### config.mk
export PLATFORM = sky130hd
export DESIGN_NAME = slot_xgate
export DESIGN_NICKNAME = d
export VERILOG_FILES = /design/src/rtl/xg_pkg.sv /design/src/rtl/xg_sel_reg.sv /design/src/rtl/xg_bus_gate.sv /design/src/rtl/xg_slot_dec.sv /design/src/rtl/xg_prio_chain.sv /design/src/rtl/slot_xgate.sv
export SDC_FILE = /design/constraint.sdc
export NUM_CORES = 1
export LEC_CHECK = 0
export BUFFER_PORTS_ARGS = -buffer_cell sky130_fd_sc_hd__buf_2
export CAP_MARGIN = 20
export CELL_PAD_IN_SITES_DETAIL_PLACEMENT = 1
export CELL_PAD_IN_SITES_GLOBAL_PLACEMENT = 1
export CORE_MARGIN = 1.5
export CORE_UTILIZATION = 12
export DETAILED_ROUTE_END_ITERATION = 8
export GPL_TIMING_DRIVEN = 0
export MAX_ROUTING_LAYER = met4
export PLACE_DENSITY_LB_ADDON = 0.2
export SYNTH_ARGS = -nofsm -noshare
export SYNTH_HDL_FRONTEND = slang
export SYNTH_SLANG_ARGS = --single-unit
### constraint.sdc
create_clock -name clk -period 2.85 [get_ports clk]
set_input_delay 0.285 -clock clk [delete_from_list [all_inputs] [get_ports clk]]
set_output_delay 0.285 -clock clk [all_outputs]
set_load 0.03 [all_outputs]
### src/rtl/xg_pkg.sv
package xg_pkg;
   // Bridge direction for the data bus.
   typedef enum logic {
      XG_TO_SLOTS = 1'b0,
      XG_TO_HOST  = 1'b1
   } xg_dir_e;

   // Which strobe family a decoder instance produces.
   typedef enum logic {
      XG_DEV_STROBE = 1'b0,
      XG_IO_STROBE  = 1'b1
   } xg_strobe_e;

   localparam int unsigned XG_STROBE_KINDS = 2;
endpackage

### src/rtl/xg_sel_reg.sv
module xg_sel_reg (
   input  logic clk,
   input  logic rst_n,
   input  logic set_i,
   input  logic clr_i,
   output logic sel_o
);
   logic sel_q;

   always_ff @(posedge clk or negedge rst_n) begin
      if (!rst_n)     sel_q <= 1'b0;
      else if (clr_i) sel_q <= 1'b0;
      else if (set_i) sel_q <= 1'b1;
   end

   assign sel_o = sel_q;
endmodule

### src/rtl/xg_bus_gate.sv
module xg_bus_gate
   import xg_pkg::*;
#(
   parameter int unsigned DATA_W = 8,
   parameter int unsigned ADDR_W = 16,
   parameter int unsigned HALF_W = 8
) (
   input  logic                       en_i,
   input  xg_dir_e                    dir_i,
   input  logic [ADDR_W-1:0]          host_addr_i,
   input  logic [DATA_W-1:0]          host_data_i,
   output logic [DATA_W-1:0]          host_data_o,
   output logic                       host_data_oe_o,
   output logic [ADDR_W-1:0]          slot_addr_o,
   output logic [ADDR_W/HALF_W-1:0]   slot_addr_oe_o,
   input  logic [DATA_W-1:0]          slot_data_i,
   output logic [DATA_W-1:0]          slot_data_o,
   output logic                       slot_data_oe_o
);
   localparam int unsigned N_HALVES = ADDR_W / HALF_W;

   if ((ADDR_W % HALF_W) != 0) begin : g_bad_split
      $error("xg_bus_gate: ADDR_W must be a multiple of HALF_W");
   end

   // Address: each half has its own gate, all driven by one enable.
   for (genvar h = 0; h < N_HALVES; h++) begin : g_half
      assign slot_addr_oe_o[h] = en_i;
      assign slot_addr_o[h*HALF_W +: HALF_W] =
         en_i ? host_addr_i[h*HALF_W +: HALF_W] : '0;
   end

   // Data: exactly one side drives, picked by direction.
   logic to_slots, to_host;
   always_comb begin
      to_slots = en_i && (dir_i == XG_TO_SLOTS);
      to_host  = en_i && (dir_i == XG_TO_HOST);
   end

   assign slot_data_oe_o = to_slots;
   assign host_data_oe_o = to_host;
   assign slot_data_o    = to_slots ? host_data_i : '0;
   assign host_data_o    = to_host  ? slot_data_i : '0;
endmodule

### src/rtl/xg_slot_dec.sv
module xg_slot_dec #(
   parameter int unsigned N_SLOTS = 8,
   localparam int unsigned SEL_W  = $clog2(N_SLOTS)
) (
   input  logic               en_i,
   input  logic [SEL_W-1:0]   num_i,
   output logic [N_SLOTS-1:0] strobe_n_o
);
   if ((1 << SEL_W) != N_SLOTS) begin : g_bad_count
      $error("xg_slot_dec: N_SLOTS must be a power of two");
   end

   for (genvar s = 0; s < N_SLOTS; s++) begin : g_line
      assign strobe_n_o[s] = !(en_i && (num_i == SEL_W'(s)));
   end
endmodule

### src/rtl/xg_prio_chain.sv
module xg_prio_chain #(
   parameter int unsigned N_SLOTS = 8
) (
   input  logic               head_i,
   input  logic [N_SLOTS-1:0] claim_i,
   output logic [N_SLOTS-1:0] slot_in_o,
   output logic               tail_o
);
   // Each slot sees the head only if no earlier slot has claimed.
   for (genvar s = 0; s < N_SLOTS; s++) begin : g_link
      if (s == 0) begin : g_first
         assign slot_in_o[s] = head_i;
      end else begin : g_rest
         assign slot_in_o[s] = head_i && !(|claim_i[s-1:0]);
      end
   end

   assign tail_o = head_i && !(|claim_i);
endmodule

### src/rtl/slot_xgate.sv
module slot_xgate
   import xg_pkg::*;
#(
   parameter int unsigned DATA_W  = 8,
   parameter int unsigned ADDR_W  = 16,
   parameter int unsigned HALF_W  = 8,
   parameter int unsigned N_SLOTS = 8,
   localparam int unsigned SEL_W  = $clog2(N_SLOTS),
   localparam int unsigned N_HALVES = ADDR_W / HALF_W
) (
   input  logic                 clk,
   input  logic                 rst_n,
   input  logic                 sel_req_i,
   input  logic                 desel_req_i,
   output logic                 box_sel_o,
   input  logic                 host_rw_i,
   input  logic                 access_i,
   input  logic [SEL_W-1:0]     slot_num_i,
   input  logic [ADDR_W-1:0]    host_addr_i,
   input  logic [DATA_W-1:0]    host_data_i,
   output logic [DATA_W-1:0]    host_data_o,
   output logic                 host_data_oe_o,
   output logic [ADDR_W-1:0]    slot_addr_o,
   output logic [N_HALVES-1:0]  slot_addr_oe_o,
   input  logic [DATA_W-1:0]    slot_data_i,
   output logic [DATA_W-1:0]    slot_data_o,
   output logic                 slot_data_oe_o,
   output logic [N_SLOTS-1:0]   dev_sel_n_o,
   output logic [N_SLOTS-1:0]   io_sel_n_o,
   input  logic                 int_head_i,
   input  logic [N_SLOTS-1:0]   int_claim_i,
   output logic [N_SLOTS-1:0]   int_slot_in_o,
   output logic                 int_tail_o,
   input  logic                 dma_head_i,
   input  logic [N_SLOTS-1:0]   dma_claim_i,
   output logic [N_SLOTS-1:0]   dma_slot_in_o,
   output logic                 dma_tail_o,
   input  logic                 phi0_i,
   input  logic                 phi1_i,
   input  logic                 q3_i,
   input  logic                 clk7m_i,
   output logic                 phi0_o,
   output logic                 phi1_o,
   output logic                 q3_o,
   output logic                 clk7m_o
);
   if (DATA_W == 0 || N_SLOTS < 2) begin : g_bad_param
      $error("slot_xgate: DATA_W must be nonzero and N_SLOTS at least 2");
   end

   logic    selected;
   logic    dec_en;
   xg_dir_e dir;

   xg_sel_reg u_sel (
      .clk   (clk),
      .rst_n (rst_n),
      .set_i (sel_req_i),
      .clr_i (desel_req_i),
      .sel_o (selected)
   );

   assign box_sel_o = selected;
   assign dir       = host_rw_i ? XG_TO_HOST : XG_TO_SLOTS;
   assign dec_en    = selected && access_i;

   xg_bus_gate #(
      .DATA_W (DATA_W),
      .ADDR_W (ADDR_W),
      .HALF_W (HALF_W)
   ) u_gate (
      .en_i           (selected),
      .dir_i          (dir),
      .host_addr_i    (host_addr_i),
      .host_data_i    (host_data_i),
      .host_data_o    (host_data_o),
      .host_data_oe_o (host_data_oe_o),
      .slot_addr_o    (slot_addr_o),
      .slot_addr_oe_o (slot_addr_oe_o),
      .slot_data_i    (slot_data_i),
      .slot_data_o    (slot_data_o),
      .slot_data_oe_o (slot_data_oe_o)
   );

   // Two decoders tied to the same select bits, one per strobe family.
   logic [N_SLOTS-1:0] strobes_n [XG_STROBE_KINDS];

   for (genvar k = 0; k < XG_STROBE_KINDS; k++) begin : g_dec
      xg_slot_dec #(.N_SLOTS(N_SLOTS)) u_dec (
         .en_i       (dec_en),
         .num_i      (slot_num_i),
         .strobe_n_o (strobes_n[k])
      );
   end

   assign dev_sel_n_o = strobes_n[XG_DEV_STROBE];
   assign io_sel_n_o  = strobes_n[XG_IO_STROBE];

   xg_prio_chain #(.N_SLOTS(N_SLOTS)) u_int_chain (
      .head_i    (int_head_i),
      .claim_i   (int_claim_i),
      .slot_in_o (int_slot_in_o),
      .tail_o    (int_tail_o)
   );

   xg_prio_chain #(.N_SLOTS(N_SLOTS)) u_dma_chain (
      .head_i    (dma_head_i),
      .claim_i   (dma_claim_i),
      .slot_in_o (dma_slot_in_o),
      .tail_o    (dma_tail_o)
   );

   // Phase clocks re-driven, 7M passed straight on.
   assign phi0_o  = phi0_i;
   assign phi1_o  = phi1_i;
   assign q3_o    = q3_i;
   assign clk7m_o = clk7m_i;
endmodule

==> out/results.tsv <==
stage	metric	value	unit
outcome	status	completed	
synthesis	Area contributors post-synth	and2_1 (26%), buf_4 (20%), and3_1 (9.4%), nor2b_1 (6.3%), nor2_1 (4.4%)	
routing	Via density	3.777	
timing	Max Transition Viols Final	0	
critical_path	Slowest-stage cell, CP	or4b_1	
synthesis	cell taking the most area after synthesis	and2_1	
floorplan	core area	4755	µm²
global_routing	global-route wire length before repair	4.195	mm
global_routing	initial antenna violation count	0	
critical_path	slowest cell delay on critical path	0.49	ns
clock_tree	Post-CTS Setup Inserts	0	
place	GP Congestion	0.6914	
floorplan	Die W	73.53	µm
clock_tree	cts repair resizes	0	
global_routing	GRT Overall Usage	0.09493	
critical_path	Crit Path Class	input port to output port	
timing	final setup fails	0	
global_routing	pin count of the biggest net entering global routing	11	
timing	fmax	566.3	MHz
routing	via count	1103	
synthesis	Commonest cells post-synth	and2_1 (25), buf_4 (16), and3_1 (9)	
pwr	LEAKAGE	0.0008545	µW
routing	1st-iter DRT viols	12	
pwr	pwr/cell area	161.1	nW/µm²
timing	Slew HR	0.7592	
routing	Detailed Route WL	2.984	mm
cells_and_area	Finished Cell Area	1346	µm²
timing	Final WS setup	1.084	ns
place	hpwl dp	2.801	mm
clock_tree	CTS Hold Buffers Added	0	
critical_path	Worst Path Arrival	1.48	ns
pwr	Peak VDD IR	0.00007251	V
cells_and_area	layout cells sized above 1	0.6889	
timing	post-route clock period utilization	0.6196	
synthesis	Synth Net Count	155	
routing	WL/cell	10.22	µm
global_routing	vias in the first global route	950	
cells_and_area	P&R area growth vs syn	125.6	%
synthesis	number of library cell types mapped by synthesis	20	
place	# port buffers	133	
cells_and_area	register area	25.02	µm²
cells_and_area	max reg flops	1	
cells_and_area	fill cell count	659	
synthesis	number of synthesized register bits	1	
critical_path	Crit. End Element	output port	
floorplan	die height	73.53	µm
cells_and_area	diode count	0	
critical_path	startpoint types	input port	
clock_tree	clk slew on worst S/H paths	0	ns
global_routing	GR Overflow Total	0	
synthesis	Post-Syn Instances	92	
timing	setup TNS	0	ns
critical_path	CP cell instances	buf_2 > or4b_1 > buf_2 > nor4_4 > buf_2	
synthesis	post-synthesis sequential area ratio	0.04193	
floorplan	row count	25	
synthesis	most common cell in the synthesized netlist	and2_1	
cells_and_area	net count reported at finish	290	
floorplan	Starting Density	0.1255	
pwr	power after layout	216.9	µW
synthesis	post-synthesis async set-or-reset flop share	1.000	
synthesis	synth warn	0	
routing	Final ANT Viol Nets	0	
hold_path	class of the worst hold path	input port to asynchronous set/reset pin	
floorplan	IO Count	138	
timing	worst slew pin tran	0.3613	ns
place	Setup WS pre-CTS	1.075	ns
critical_path	reg2reg setup slack	1.59	ns
critical_path	cell mode on critical path	buf_2	
timing	Final Hold Fails	0	
routing	1st-pass router iterations	2	
routing	Residual DRC	0	
synthesis	Mean Syn Cell Area	6.487	µm²
synthesis	post-synth top area share	0.2621	
synthesis	post-synthesis cell area	596.8	µm²
timing	RSZ-0062 raised after global routing	no	
clock_tree	worst skew pair latency	0	ns
timing	fin crit period	1.766	ns
floorplan	die footprint	5406	µm²
timing	Worst Skew	0	ns
critical_path	required time worst endpoint	2.57	ns
place	placed cell area	1346	µm²
synthesis	Synth Flop Type	dfrtp_1	
synthesis	EDFF count, synth	0	
cells_and_area	multi-input logic area	419.2	µm²
critical_path	Crit Path Max Fanout	6	
flow_run	Max-Cap Viols	0	
## logic make-up after synthesis
family,count (synthesis),synth area share
buffers and inverters,24,0.2558
flip-flops,1,0.04192
AND/OR/NAND/NOR,67,0.7023
## path summary, 6_finish.rpt
kind | startpoint | end | cells past startpoint
max in group asynchronous | rst_n | u_sel.sel_o$_DFFE_PN0P_ | 1
min reg2reg | u_sel.sel_o$_DFFE_PN0P_ | u_sel.sel_o$_DFFE_PN0P_ | 4
min | rst_n | u_sel.sel_o$_DFFE_PN0P_ | 1
min in group clk | desel_req_i | u_sel.sel_o$_DFFE_PN0P_ | 2
max reg2reg | u_sel.sel_o$_DFFE_PN0P_ | u_sel.sel_o$_DFFE_PN0P_ | 4
max | dma_claim_i[1] | dma_tail_o | 5
## per-stage QoR
stage / hold WS (ns) / utilization / std cells
global placement: 0.06031 / 0.2832 / 292
CTS: 0.06158 / 0.2832 / 292
finish: 0.05998 / 0.2832 / 292
floorplan: -0.01059 / - / 92
global route: 0.06369 / 0.2832 / 292
detailed placement: 0.06134 / 0.2832 / 292
## worst max-delay path: cells and delay by family
kind | cells | cell delay [ns]
simple gates | 2 | 0.68
buf+inv | 3 | 0.51
## where the power goes
group | switching, µW | internal (µW)
registers | 1.12 | 15.4
clock network | 0 | 0
logic | 123 | 77.8
total | 124 | 93.3
## metal layers
layer / global-route usage / part of all wire / vias up
li1: - / - / 548
met1: 0.1148 / 0.40 / 495
met2: 0.1842 / 0.53 / 60
met3: 0.002743 / 0.074 / 0
met4: 0 / 0 / 0
met5: - / 0 / -
## cells in the final DEF, fill, tap and decap left out, drive strengths merged
cell type and instances:
nor4 2, or3 1, clkbuf 4, nand3 2
and3b 1, nor2 7, and3 9, nor3 4
buf 151, nor2b 6, and2b 1, dfrtp 1
or4b 2, nand2 6, inv 2, and2 25
or4 1
## cell type report
class / count / area share
Timing Repair Buffer: 133 / 0.4944
Multi-Input combinational cell: 67 / 0.3113
Buffer: 22 / 0.1078
Tap cell: 67 / 0.06227
Sequential cell: 1 / 0.01859
Inverter: 2 / 0.005576
No activity file was read; power rests on OpenSTA's default activity.
